`src/rtl/hbd_pkg.sv`:
```
package hbd_pkg;
  localparam int ADDR_BITS = 24;

  // fixed-page region indices
  localparam int RG_IO       = 0;
  localparam int RG_EXP_AUX  = 1;
  localparam int RG_CART_AUX = 2;
  localparam int RG_BUSREQ   = 3;
  localparam int RG_CRESET   = 4;
  localparam int RG_COUNT    = 5;

  typedef struct packed {
    logic cart;
    logic expn;
    logic io;
    logic exp_aux;
    logic cart_aux;
  } sel_t;
endpackage

```
`src/rtl/hbd_window_map.sv`:
```
module hbd_window_map #(
  parameter int ADDR_W   = 24,
  parameter int WIN_LOG2 = 22
) (
  input  logic [ADDR_W-1:0] addr,
  input  logic              cart_present_n,
  output logic              cart_hit,
  output logic              exp_hit
);
  localparam int IDX_W = ADDR_W - WIN_LOG2;

  logic [1:0] win_hit;

  for (genvar k = 0; k < 2; k++) begin : g_win
    assign win_hit[k] = (addr[ADDR_W-1:WIN_LOG2] == IDX_W'(k));
  end

  // present cartridge owns the bottom window, otherwise the next one
  assign cart_hit = cart_present_n ? win_hit[1] : win_hit[0];
  assign exp_hit  = cart_present_n ? win_hit[0] : win_hit[1];
endmodule

```
`src/rtl/hbd_page_decode.sv`:
```
module hbd_page_decode #(
  parameter int              ADDR_W        = 24,
  parameter logic [ADDR_W-1:0] IO_BASE       = 24'hA10000,
  parameter int              IO_LOG2       = 5,
  parameter logic [ADDR_W-1:0] EXP_AUX_BASE  = 24'hA12000,
  parameter logic [ADDR_W-1:0] CART_AUX_BASE = 24'hA13000,
  parameter int              AUX_LOG2      = 12,
  parameter logic [ADDR_W-1:0] BUSREQ_BASE   = 24'hA11100,
  parameter logic [ADDR_W-1:0] CRESET_BASE   = 24'hA11200,
  parameter int              CTL_LOG2      = 8
) (
  input  logic [ADDR_W-1:0]          addr,
  output logic [hbd_pkg::RG_COUNT-1:0] hit
);
  import hbd_pkg::*;

  localparam logic [ADDR_W-1:0] BASES [RG_COUNT] =
    '{IO_BASE, EXP_AUX_BASE, CART_AUX_BASE, BUSREQ_BASE, CRESET_BASE};
  localparam int SPANS [RG_COUNT] =
    '{IO_LOG2, AUX_LOG2, AUX_LOG2, CTL_LOG2, CTL_LOG2};

  for (genvar r = 0; r < RG_COUNT; r++) begin : g_page
    localparam logic [ADDR_W-1:0] MASK = ~((ADDR_W'(1) << SPANS[r]) - ADDR_W'(1));
    assign hit[r] = ((addr ^ BASES[r]) & MASK) == '0;
  end
endmodule

```
`src/rtl/hbd_ctl_regs.sv`:
```
module hbd_ctl_regs (
  input  logic        clk,
  input  logic        rst_n,
  input  logic        as_n,
  input  logic        uds_n,
  input  logic        lds_n,
  input  logic        rw,
  input  logic        wd8,
  input  logic        hit_busreq,
  input  logic        hit_creset,
  input  logic        busack_n,
  output logic        busreq,
  output logic        cop_run,
  output logic        ack,
  output logic        own_cycle,
  output logic        rd_oe,
  output logic [15:0] rd
);
  logic busreq_q, run_q, ack_q;
  logic strobe, first;

  assign own_cycle = !as_n && (hit_busreq || hit_creset);
  assign strobe    = !uds_n || !lds_n;
  assign first     = own_cycle && strobe && !ack_q;

  always_ff @(posedge clk or negedge rst_n) begin
    if (!rst_n) begin
      busreq_q <= 1'b0;
      run_q    <= 1'b0;
      ack_q    <= 1'b0;
    end else begin
      if (as_n)
        ack_q <= 1'b0;
      else if (own_cycle && strobe)
        ack_q <= 1'b1;
      // only the even lane carries the control bit
      if (first && !rw && !uds_n) begin
        if (hit_busreq) busreq_q <= wd8;
        if (hit_creset) run_q    <= wd8;
      end
    end
  end

  assign busreq = busreq_q;
  assign cop_run = run_q;
  assign ack    = ack_q;
  assign rd_oe  = own_cycle && rw;
  assign rd     = (rd_oe && hit_busreq) ? {7'd0, busack_n, 8'd0} : 16'd0;
endmodule

```
`src/rtl/hostbus_select_decoder.sv`:
```
module hostbus_select_decoder #(
  parameter int ADDR_W   = hbd_pkg::ADDR_BITS,
  parameter int WIN_LOG2 = 22
) (
  input  logic              clk,
  input  logic              rst_n,
  input  logic [ADDR_W-1:1] addr_i,
  input  logic              as_n,
  input  logic              uds_n,
  input  logic              lds_n,
  input  logic              rw,
  input  logic              wd8,
  input  logic              cart_present_n,
  input  logic              cop_busack_n,
  output logic              cart_cs_n,
  output logic              exp_cs_n,
  output logic              io_cs_n,
  output logic              exp_aux_cs_n,
  output logic              cart_aux_cs_n,
  output logic              cop_busreq_n,
  output logic              cop_reset_n,
  output logic [15:0]       rdata,
  output logic              rdata_oe,
  output logic              dtack_n,
  output logic              dtack_oe
);
  import hbd_pkg::*;

  logic [ADDR_W-1:0]   byte_addr;
  logic                cart_hit, exp_hit;
  logic [RG_COUNT-1:0] page_hit;
  sel_t                raw, qual;
  logic                busreq, cop_run, ack, own_cycle;

  assign byte_addr = {addr_i, 1'b0};

  hbd_window_map #(.ADDR_W(ADDR_W), .WIN_LOG2(WIN_LOG2)) u_win (
    .addr(byte_addr), .cart_present_n(cart_present_n),
    .cart_hit(cart_hit), .exp_hit(exp_hit)
  );

  hbd_page_decode #(.ADDR_W(ADDR_W)) u_page (
    .addr(byte_addr), .hit(page_hit)
  );

  hbd_ctl_regs u_ctl (
    .clk(clk), .rst_n(rst_n), .as_n(as_n), .uds_n(uds_n), .lds_n(lds_n),
    .rw(rw), .wd8(wd8),
    .hit_busreq(page_hit[RG_BUSREQ]), .hit_creset(page_hit[RG_CRESET]),
    .busack_n(cop_busack_n),
    .busreq(busreq), .cop_run(cop_run), .ack(ack), .own_cycle(own_cycle),
    .rd_oe(rdata_oe), .rd(rdata)
  );

  always_comb begin
    raw.cart     = cart_hit;
    raw.expn     = exp_hit;
    raw.io       = page_hit[RG_IO];
    raw.exp_aux  = page_hit[RG_EXP_AUX];
    raw.cart_aux = page_hit[RG_CART_AUX];
    qual         = as_n ? '0 : raw;
  end

  assign cart_cs_n     = !qual.cart;
  assign exp_cs_n      = !qual.expn;
  assign io_cs_n       = !qual.io;
  assign exp_aux_cs_n  = !qual.exp_aux;
  assign cart_aux_cs_n = !qual.cart_aux;
  assign cop_busreq_n  = !busreq;
  assign cop_reset_n   = cop_run;
  assign dtack_n       = !ack;
  assign dtack_oe      = own_cycle;
endmodule

```
`config.mk`:
```
export PLATFORM = sky130hd
export DESIGN_NAME = hostbus_select_decoder
export DESIGN_NICKNAME = d
export VERILOG_FILES = /design/src/rtl/hbd_pkg.sv /design/src/rtl/hbd_window_map.sv /design/src/rtl/hbd_page_decode.sv /design/src/rtl/hbd_ctl_regs.sv /design/src/rtl/hostbus_select_decoder.sv
export SDC_FILE = /design/constraint.sdc
export NUM_CORES = 1
export LEC_CHECK = 0
export BUFFER_PORTS_ARGS = -buffer_cell sky130_fd_sc_hd__buf_2
export CORE_MARGIN = 2
export CORE_UTILIZATION = 31
export CTS_BUF_LIST = sky130_fd_sc_hd__clkbuf_4
export DETAILED_ROUTE_END_ITERATION = 6
export GPL_TIMING_DRIVEN = 0
export PLACE_DENSITY = 0.88
export SKIP_LAST_GASP = 1
export SLEW_MARGIN = 30
export SYNTH_ARGS = -nofsm -noshare
export SYNTH_HDL_FRONTEND = slang
export SYNTH_SLANG_ARGS = --single-unit
```
`constraint.sdc`:
```
create_clock -name clk -period 1.88 [get_ports clk]
set_input_delay 0.094 -clock clk [delete_from_list [all_inputs] [get_ports clk]]
set_output_delay 0.094 -clock clk [all_outputs]
set_load 0.05 [all_outputs]
```
==> results of run 1 <==
## cells by family (layout without fill, tap and decap cells)
logic type      count (synthesis)  in the layout
simple gates                   26             26
mux                             2              2
flops                           3              3
xor+xnor                        2              2
compound gates                  1              1
other cells                     1             15
buf+inv                        17             63
## sequential cells by signal, summed over array words and instances, names as in the netlist
register,flops
u_ctl.busreq,1
u_ctl.ack,1
u_ctl.cop_run,1
## cell type report
type,instances,area (um2)
buffer,15,113
timing repair buffer,42,231
tap,15,18.8
fill,123,523
multi-input combinational,46,303
inverter,2,7.51
sequential,3,75.1
clock buffer,4,30.0
## cells in the final DEF (no fill, tap or decap), types with 3 or more instances in the layout
cell type                  count
sky130_fd_sc_hd__buf_4        19
sky130_fd_sc_hd__nand3_1       3
sky130_fd_sc_hd__nor3_1        4
sky130_fd_sc_hd__clkbuf_4      4
sky130_fd_sc_hd__buf_2        36
sky130_fd_sc_hd__dfrtp_1       3
sky130_fd_sc_hd__conb_1       15
sky130_fd_sc_hd__nand2_1       3
## critical path, delay by kind of cell
| family | cells | cell delay (ps) |
|---|---|---|
| buf+inv | 2 | 240 |
| simple gates | 4 | 1360 |
## how the worst max path moves through the flow
stage               cells after the start       end  slack [ps]       start
finish                                  6  rdata[8]          90  addr_i[14]
floorplan                               4  rdata[8]        -150  addr_i[17]
detailed placement                      6  rdata[8]         -40  addr_i[17]
global placement                        6  rdata[8]         -20  addr_i[17]
CTS                                     6  rdata[8]          20  addr_i[17]
global route                            7   io_cs_n           7  addr_i[14]
## power by group through the flow
stage                     Sequential, mW  Combinational, mW  Clock, mW
after floorplan                   0.0658              0.114          0
after global placement            0.0658              0.149          0
after detailed placement          0.0658              0.151          0
after CTS                         0.0649              0.153      0.131
after global routing              0.0648              0.165      0.144
final                             0.0649              0.155      0.130
## what timing repair did
item,CTS,global route
hold buffers,1,0
endpoints found under the setup margin,2,2
endpoints found under the hold margin,3,0
resized for setup,2,2
setup buffers,1,2
pin swaps,0,1
## per-layer routing
| metal | part of all wire, % | track usage [%] |
|---|---|---|
| met1 | 35 | 14.8 |
| met2 | 55 | 24.4 |
| met5 | 0 | 0 |
| met4 | 0.67 | 6.45 |
| met3 | 9.2 | 6.96 |
## metrics by stage
step | hold WS, ps | cell area [um2]
floorplan | -202 | 494
global placement | -109 | 703
detailed placement | -108 | 703
CTS | 108 | 756
global route | 105 | 778
finish | 108 | 778
==> impl_metrics.sql, run 1 <==
INSERT INTO impl_metrics (metric_group, metric, value, unit) VALUES
('critical_path', 'worstReg2RegStart', 'u_ctl.ack', ''),
('power', 'power_leakage', '0.436', 'nW'),
('floorplanning', 'fp.dieH', '41.4', 'um'),
('critical_path', 'crit_path_start_kind', 'primary input', ''),
('global_routing', 'grt_pass1_wl', '1930', 'um'),
('worst_hold_path', 'worst_hold_path.num_cells', '2', ''),
('layout', 'final_net_count', '145', ''),
('sta', 'finalMaxSlewViolations', '0', ''),
('synthesis', 'synth_largest_area_cell', 'sky130_fd_sc_hd__buf_4', ''),
('clocking', 'tritoncts_num_sinks', '3', ''),
('detailed_routing', 'drt_first_iter_violations', '4', ''),
('synthesis', 'syn-cell-area', '434', 'um2'),
('sta', 'post-route-period-util', '95.1', '%'),
('global_routing', 'grt_remaining_overflow', '0', ''),
('placed_design', 'io_buffers', '38', ''),
('synthesis', 'synth-xor-area-share', '4.03', '%'),
('power', 'power.ir.vdd_worst', '0.324', 'mV'),
('flow_run', 'maxCapViolCount', '0', ''),
('layout', 'layout.cells.non_filler', '127', ''),
('power', 'p_total', '0.350', 'mW'),
('sta', 'maxClockFrequency', '560', 'MHz'),
('detailed_routing', 'final_antenna_net_count', '0', ''),
('synthesis', 'synth.lib_cells_used.distinct', '22', ''),
('critical_path', 'critical_path.max_stage_delay', '550', 'ps'),
('layout', 'antenna_diodes', '0', ''),
('floorplanning', 'placeableCoreArea', '1300', 'um2'),
('floorplanning', 'die_w', '41.4', 'um'),
('global_routing', 'number_of_global_route_vias_before_repair', '481', ''),
('power', 'power_report.internal_total', '0.212', 'mW'),
('placed_design', 'post_placement_worst_setup_slack', '-44.1', 'ps'),
('synthesis', 'mean_instance_size_in_the_synthesized_netlist', '8.35', 'um2'),
('detailed_routing', 'dr.pass1.iters', '4', ''),
('layout', 'finish.utilization', '59.8', '%'),
('synthesis', 'synthArstFlopShare', '100', '%'),
('clocking', 'cts_max_path_buffers', '2', ''),
('detailed_routing', 'viasPerCell', '4.09', ''),
('floorplanning', 'placementRows', '13', ''),
('synthesis', 'synth_commonest_cells', 'sky130_fd_sc_hd__buf_4 (15), sky130_fd_sc_hd__nor3_1 (4), sky130_fd_sc_hd__dfrtp_1 (3), sky130_fd_sc_hd__nand2_1 (3), sky130_fd_sc_hd__nand3_1 (3)', ''),
('critical_path', 'arrival', '1690', 'ps'),
('synthesis', 'simple_gate_portion_of_the_synthesized_area', '42.9', '%'),
('critical_path', 'criticalPathCategory', 'in -> out', ''),
('layout', 'final_layout_size_suffix_gt1_share', '60.7', '%'),
('floorplanning', 'floorplan.io_pins', '58', ''),
('detailed_routing', 'route.detailed.drc', '0', ''),
('clocking', 'clock_tree_from_tritoncts', 'yes', ''),
('synthesis', 'synth.mux.area_fraction', '5.19', '%'),
('synthesis', 'synth.most_common_cell', 'sky130_fd_sc_hd__buf_4', ''),
('synthesis', 'synth-warning-count', '0', ''),
('floorplanning', 'effective_utilization_at_floorplan', '33.4', '%'),
('power', 'pwr-share-seq', '18.5', '%'),
('critical_path', 'reg2reg_setup_slack', '690', 'ps'),
('worst_hold_path', 'worst_hold_startpoint', 'wd8', ''),
('synthesis', 'synth_seq_cells', '3', ''),
('sta', 'grt_setup_unrepaired', 'false', ''),
('clocking', 'cts.clk_slew.worst_paths', '40', 'ps'),
('clocking', 'cts_htree_levels', '1', ''),
('clocking', 'tritoncts.num_buffers', '3', ''),
('detailed_routing', 'drt-wirelength-per-cell', '9.43', 'um'),
('global_routing', 'maximum_number_of_pins_on_one_net_before_global_route_repair', '6', ''),
('worst_hold_path', 'whs_endpoint', 'u_ctl.cop_run', ''),
('placed_design', 'detailed_place_hpwl', '1030', 'um'),
('clocking', 'clock_tree.root_cell', 'sky130_fd_sc_hd__clkbuf_4', ''),
('sta', 'finClkSkew', '1.43', 'ps'),
('power', 'power_frac_comb', '44.4', '%'),
('global_routing', 'grt_util_all_layers', '14.4', '%'),
('layout', 'layout-area-overhead-vs-synth', '79.3', '%'),
('status', 'outcome', 'completed', ''),
('critical_path', 'critPathRequiredTime', '1790', 'ps'),
('critical_path', 'critPathSlowestCell', 'sky130_fd_sc_hd__or4b_4', ''),
('critical_path', 'worst_setup_ep_type', 'primary output', ''),
('detailed_routing', 'drt_total_wl', '1200', 'um');
Note: power is estimated with default switching activity, not from simulation.
==> run 2, diff against run 1 <==
--- a/config.mk
+++ b/config.mk
@@ -6,12 +6,13 @@
 export NUM_CORES = 1
 export LEC_CHECK = 0
 export BUFFER_PORTS_ARGS = -buffer_cell sky130_fd_sc_hd__buf_2
+export CAP_MARGIN = 5
 export CORE_MARGIN = 2
 export CORE_UTILIZATION = 31
 export CTS_BUF_LIST = sky130_fd_sc_hd__clkbuf_4
 export DETAILED_ROUTE_END_ITERATION = 6
 export GPL_TIMING_DRIVEN = 0
-export PLACE_DENSITY = 0.88
+export PLACE_DENSITY = 0.79
 export SKIP_LAST_GASP = 1
 export SLEW_MARGIN = 30
 export SYNTH_ARGS = -nofsm -noshare
==> run 2 against run 1 <==
Sequential share of layout area unchanged. Worst setup slack worse by 8.6 ps. Sequential power about the same. Via count is 1.7% lower. Power shrank 1.9%. Routed wire length decreased by 11%. Register-to-register slack better by 80 ps. Clock power down 3%. Fmax fell by 0.48%. Clock skew fell by 0.62 ps. Largest cell class unchanged. Largest power group unchanged.
==> impl_metrics.sql, run 2 (synthesized netlist as in run 1, its figures left out) <==
INSERT INTO impl_metrics (metric_group, metric, value, unit) VALUES
('status', 'outcome', 'completed', ''),
('clocking', 'cts_htree_levels', '1', ''),
('global_routing', 'grt_remaining_overflow', '0', ''),
('detailed_routing', 'dr.pass1.iters', '1', ''),
('detailed_routing', 'viasPerCell', '3.98', ''),
('sta', 'timing.setup.tns', '0', 'ps'),
('sta', 'setup-violations-final', '0', ''),
('layout', 'antenna_diodes', '0', ''),
('sta', 'maxClockFrequency', '557', 'MHz'),
('critical_path', 'reg2reg_depth', '3', ''),
('clocking', 'worst_skew_pair_later_pin_latency', '230', 'ps'),
('critical_path', 'critPathRequiredTime', '1790', 'ps'),
('clocking', 'cts.clk_slew.worst_paths', '40', 'ps'),
('worst_hold_path', 'hold_path.class', 'in -> reg', ''),
('clocking', 'tritoncts.num_buffers', '3', ''),
('global_routing', 'grt_util_all_layers', '13.1', '%'),
('worst_hold_path', 'whs_endpoint', 'u_ctl.cop_run', ''),
('critical_path', 'worst_setup_ep_type', 'primary output', ''),
('sta', 'post-route-worst-setup-slack', '84.1', 'ps'),
('sta', 'finClkSkew', '0.804', 'ps'),
('power', 'power_leakage', '0.439', 'nW'),
('worst_hold_path', 'worst_hold_startpoint', 'wd8', ''),
('layout', 'final_layout_size_suffix_gt1_share', '60.2', '%'),
('power', 'power.ir.vdd_worst', '0.283', 'mV'),
('layout', 'layout-area-overhead-vs-synth', '79.3', '%'),
('sta', 'period_needed', '1800', 'ps'),
('layout', 'most_used_cells_in_the_layout_excluding_fill_and_tap_cells', 'sky130_fd_sc_hd__buf_2 (36), sky130_fd_sc_hd__buf_4 (20), sky130_fd_sc_hd__conb_1 (15), sky130_fd_sc_hd__clkbuf_4 (5), sky130_fd_sc_hd__nor3_1 (4)', ''),
('clocking', 'tritoncts_num_sinks', '3', ''),
('critical_path', 'path_cells', 'buf_2 -> or4b_4 -> nor4_4 -> nor3b_4 -> and3_4 -> buf_4', ''),
('layout', 'final.fill_count', '127', ''),
('critical_path', 'reg2reg_setup_slack', '770', 'ps'),
('critical_path', 'timing.critical_path.max_delay_family', 'simple AND/OR/NAND/NOR gates', ''),
('layout', 'layout.cells.non_filler', '128', ''),
('placed_design', 'dpl.cell_count', '119', ''),
('detailed_routing', 'drt_total_wl', '1060', 'um'),
('floorplanning', 'effective_utilization_at_floorplan', '33.4', '%'),
('critical_path', 'critical_path.max_stage_delay', '550', 'ps'),
('placed_design', 'post_placement_worst_setup_slack', '-36.2', 'ps'),
('critical_path', 'worst_r2r_endpoint', 'u_ctl.cop_run', ''),
('power', 'p_total', '0.344', 'mW'),
('global_routing', 'number_of_global_route_vias_before_repair', '488', ''),
('floorplanning', 'placeableCoreArea', '1300', 'um2'),
('placed_design', 'detailed_place_hpwl', '955', 'um'),
('sta', 'grt_setup_unrepaired', 'false', ''),
('global_routing', 'grt_antenna_before_repair', '0', ''),
('clocking', 'clock_tree_from_tritoncts', 'yes', ''),
('clocking', 'cts_max_path_buffers', '2', ''),
('detailed_routing', 'route.detailed.drc', '0', ''),
('layout', 'final_common_cell', 'sky130_fd_sc_hd__buf_2', ''),
('detailed_routing', 'vias', '510', ''),
('global_routing', 'maximum_number_of_pins_on_one_net_before_global_route_repair', '6', ''),
('critical_path', 'cp_num_buf_inv', '2', ''),
('critical_path', 'critical_path.max_fanout', '4', ''),
('placed_design', 'io_buffers', '38', ''),
('sta', 'finalMaxSlewViolations', '0', ''),
('floorplanning', 'die_w', '41.4', 'um'),
('detailed_routing', 'drt-wirelength-per-cell', '8.30', 'um'),
('floorplanning', 'fp.dieH', '41.4', 'um'),
('critical_path', 'criticalPathCategory', 'in -> out', ''),
('critical_path', 'crit_path_start_kind', 'primary input', ''),
('global_routing', 'grt_pass1_wl', '1850', 'um'),
('clocking', 'clock_tree.root_cell', 'sky130_fd_sc_hd__clkbuf_4', ''),
('sta', 'hold_slack', '114', 'ps'),
('layout', 'finish.utilization', '59.8', '%'),
('floorplanning', 'floorplan.io_pins', '58', ''),
('floorplanning', 'placementRows', '13', ''),
('critical_path', 'worstReg2RegStart', 'u_ctl.ack', ''),
('layout', 'final_net_count', '146', ''),
('power', 'powerDensity', '442', 'nW/um2'),
('critical_path', 'arrival', '1700', 'ps'),
('sta', 'post-route-period-util', '95.5', '%'),
('critical_path', 'critPathSlowestCell', 'sky130_fd_sc_hd__or4b_4', ''),
('worst_hold_path', 'worst_hold_path.num_cells', '2', ''),
('placed_design', 'dpl_cell_area', '703', 'um2'),
('detailed_routing', 'final_antenna_net_count', '0', ''),
('sta', 'hold_viol', '0', ''),
('floorplanning', 'design.die.area', '1720', 'um2'),
('layout', 'design_area', '778', 'um2'),
('detailed_routing', 'drt_first_iter_violations', '0', ''),
('flow_run', 'maxCapViolCount', '0', ''),
('placed_design', 'gp_congestion', '0.613', '');
run 2: changes by cell type in the layout (fill, tap and decap cells not counted):
cell,change
sky130_fd_sc_hd__or4b_1,+1
sky130_fd_sc_hd__or4b_4,-1
sky130_fd_sc_hd__buf_6,-1
sky130_fd_sc_hd__buf_4,+1
sky130_fd_sc_hd__clkbuf_4,+1
run 2: routing by layer:
layer / GRT usage, % / up-vias / wire, um
li1: - / 273 / -
met4: 5.81 / 0 / 0
met5: 0 / - / 0
met1: 13.8 / 216 / 382
met3: 2.61 / 0 / 92
met2: 24.7 / 21 / 587
run 2: report_power, final:
| group | total [mW] | switching (mW) | internal (mW) |
|---|---|---|---|
| sequential | 0.0650 | 0.00000281 | 0.0650 |
| clock | 0.126 | 0.0319 | 0.0938 |
| combinational | 0.153 | 0.100 | 0.0527 |
run 2: timing repair:
action,in CTS,in global routing
endpoints found under the hold margin,3,0
pin swaps,0,1
hold buffers,1,0
resized for setup,1,1
setup endpoints to repair,2,2
setup buffers,1,3
run 2: final cells by class:
class / instances / area [um2] / share of cell area [%]
multi-input cells: 46 / 299 / 38.4
well taps: 15 / 18.8 / 2.41
inverters: 2 / 7.51 / 0.965
plain buffers: 15 / 113 / 14.5
flip-flops and latches: 3 / 75.1 / 9.65
clock buffers: 4 / 30.0 / 3.86
repair buffers: 43 / 235 / 30.2
run 2: worst max path at each step:
stage	from	to	slack [ps]	cells past startpoint
after detailed placement	addr_i[17]	rdata[8]	-40	6
after CTS	addr_i[17]	rdata_oe	10	6
after floorplan	addr_i[17]	rdata[8]	-150	4
final	addr_i[17]	rdata[8]	80	6
after global placement	addr_i[17]	rdata[8]	-30	6
after global routing	addr_i[17]	rdata[8]	0.7	6
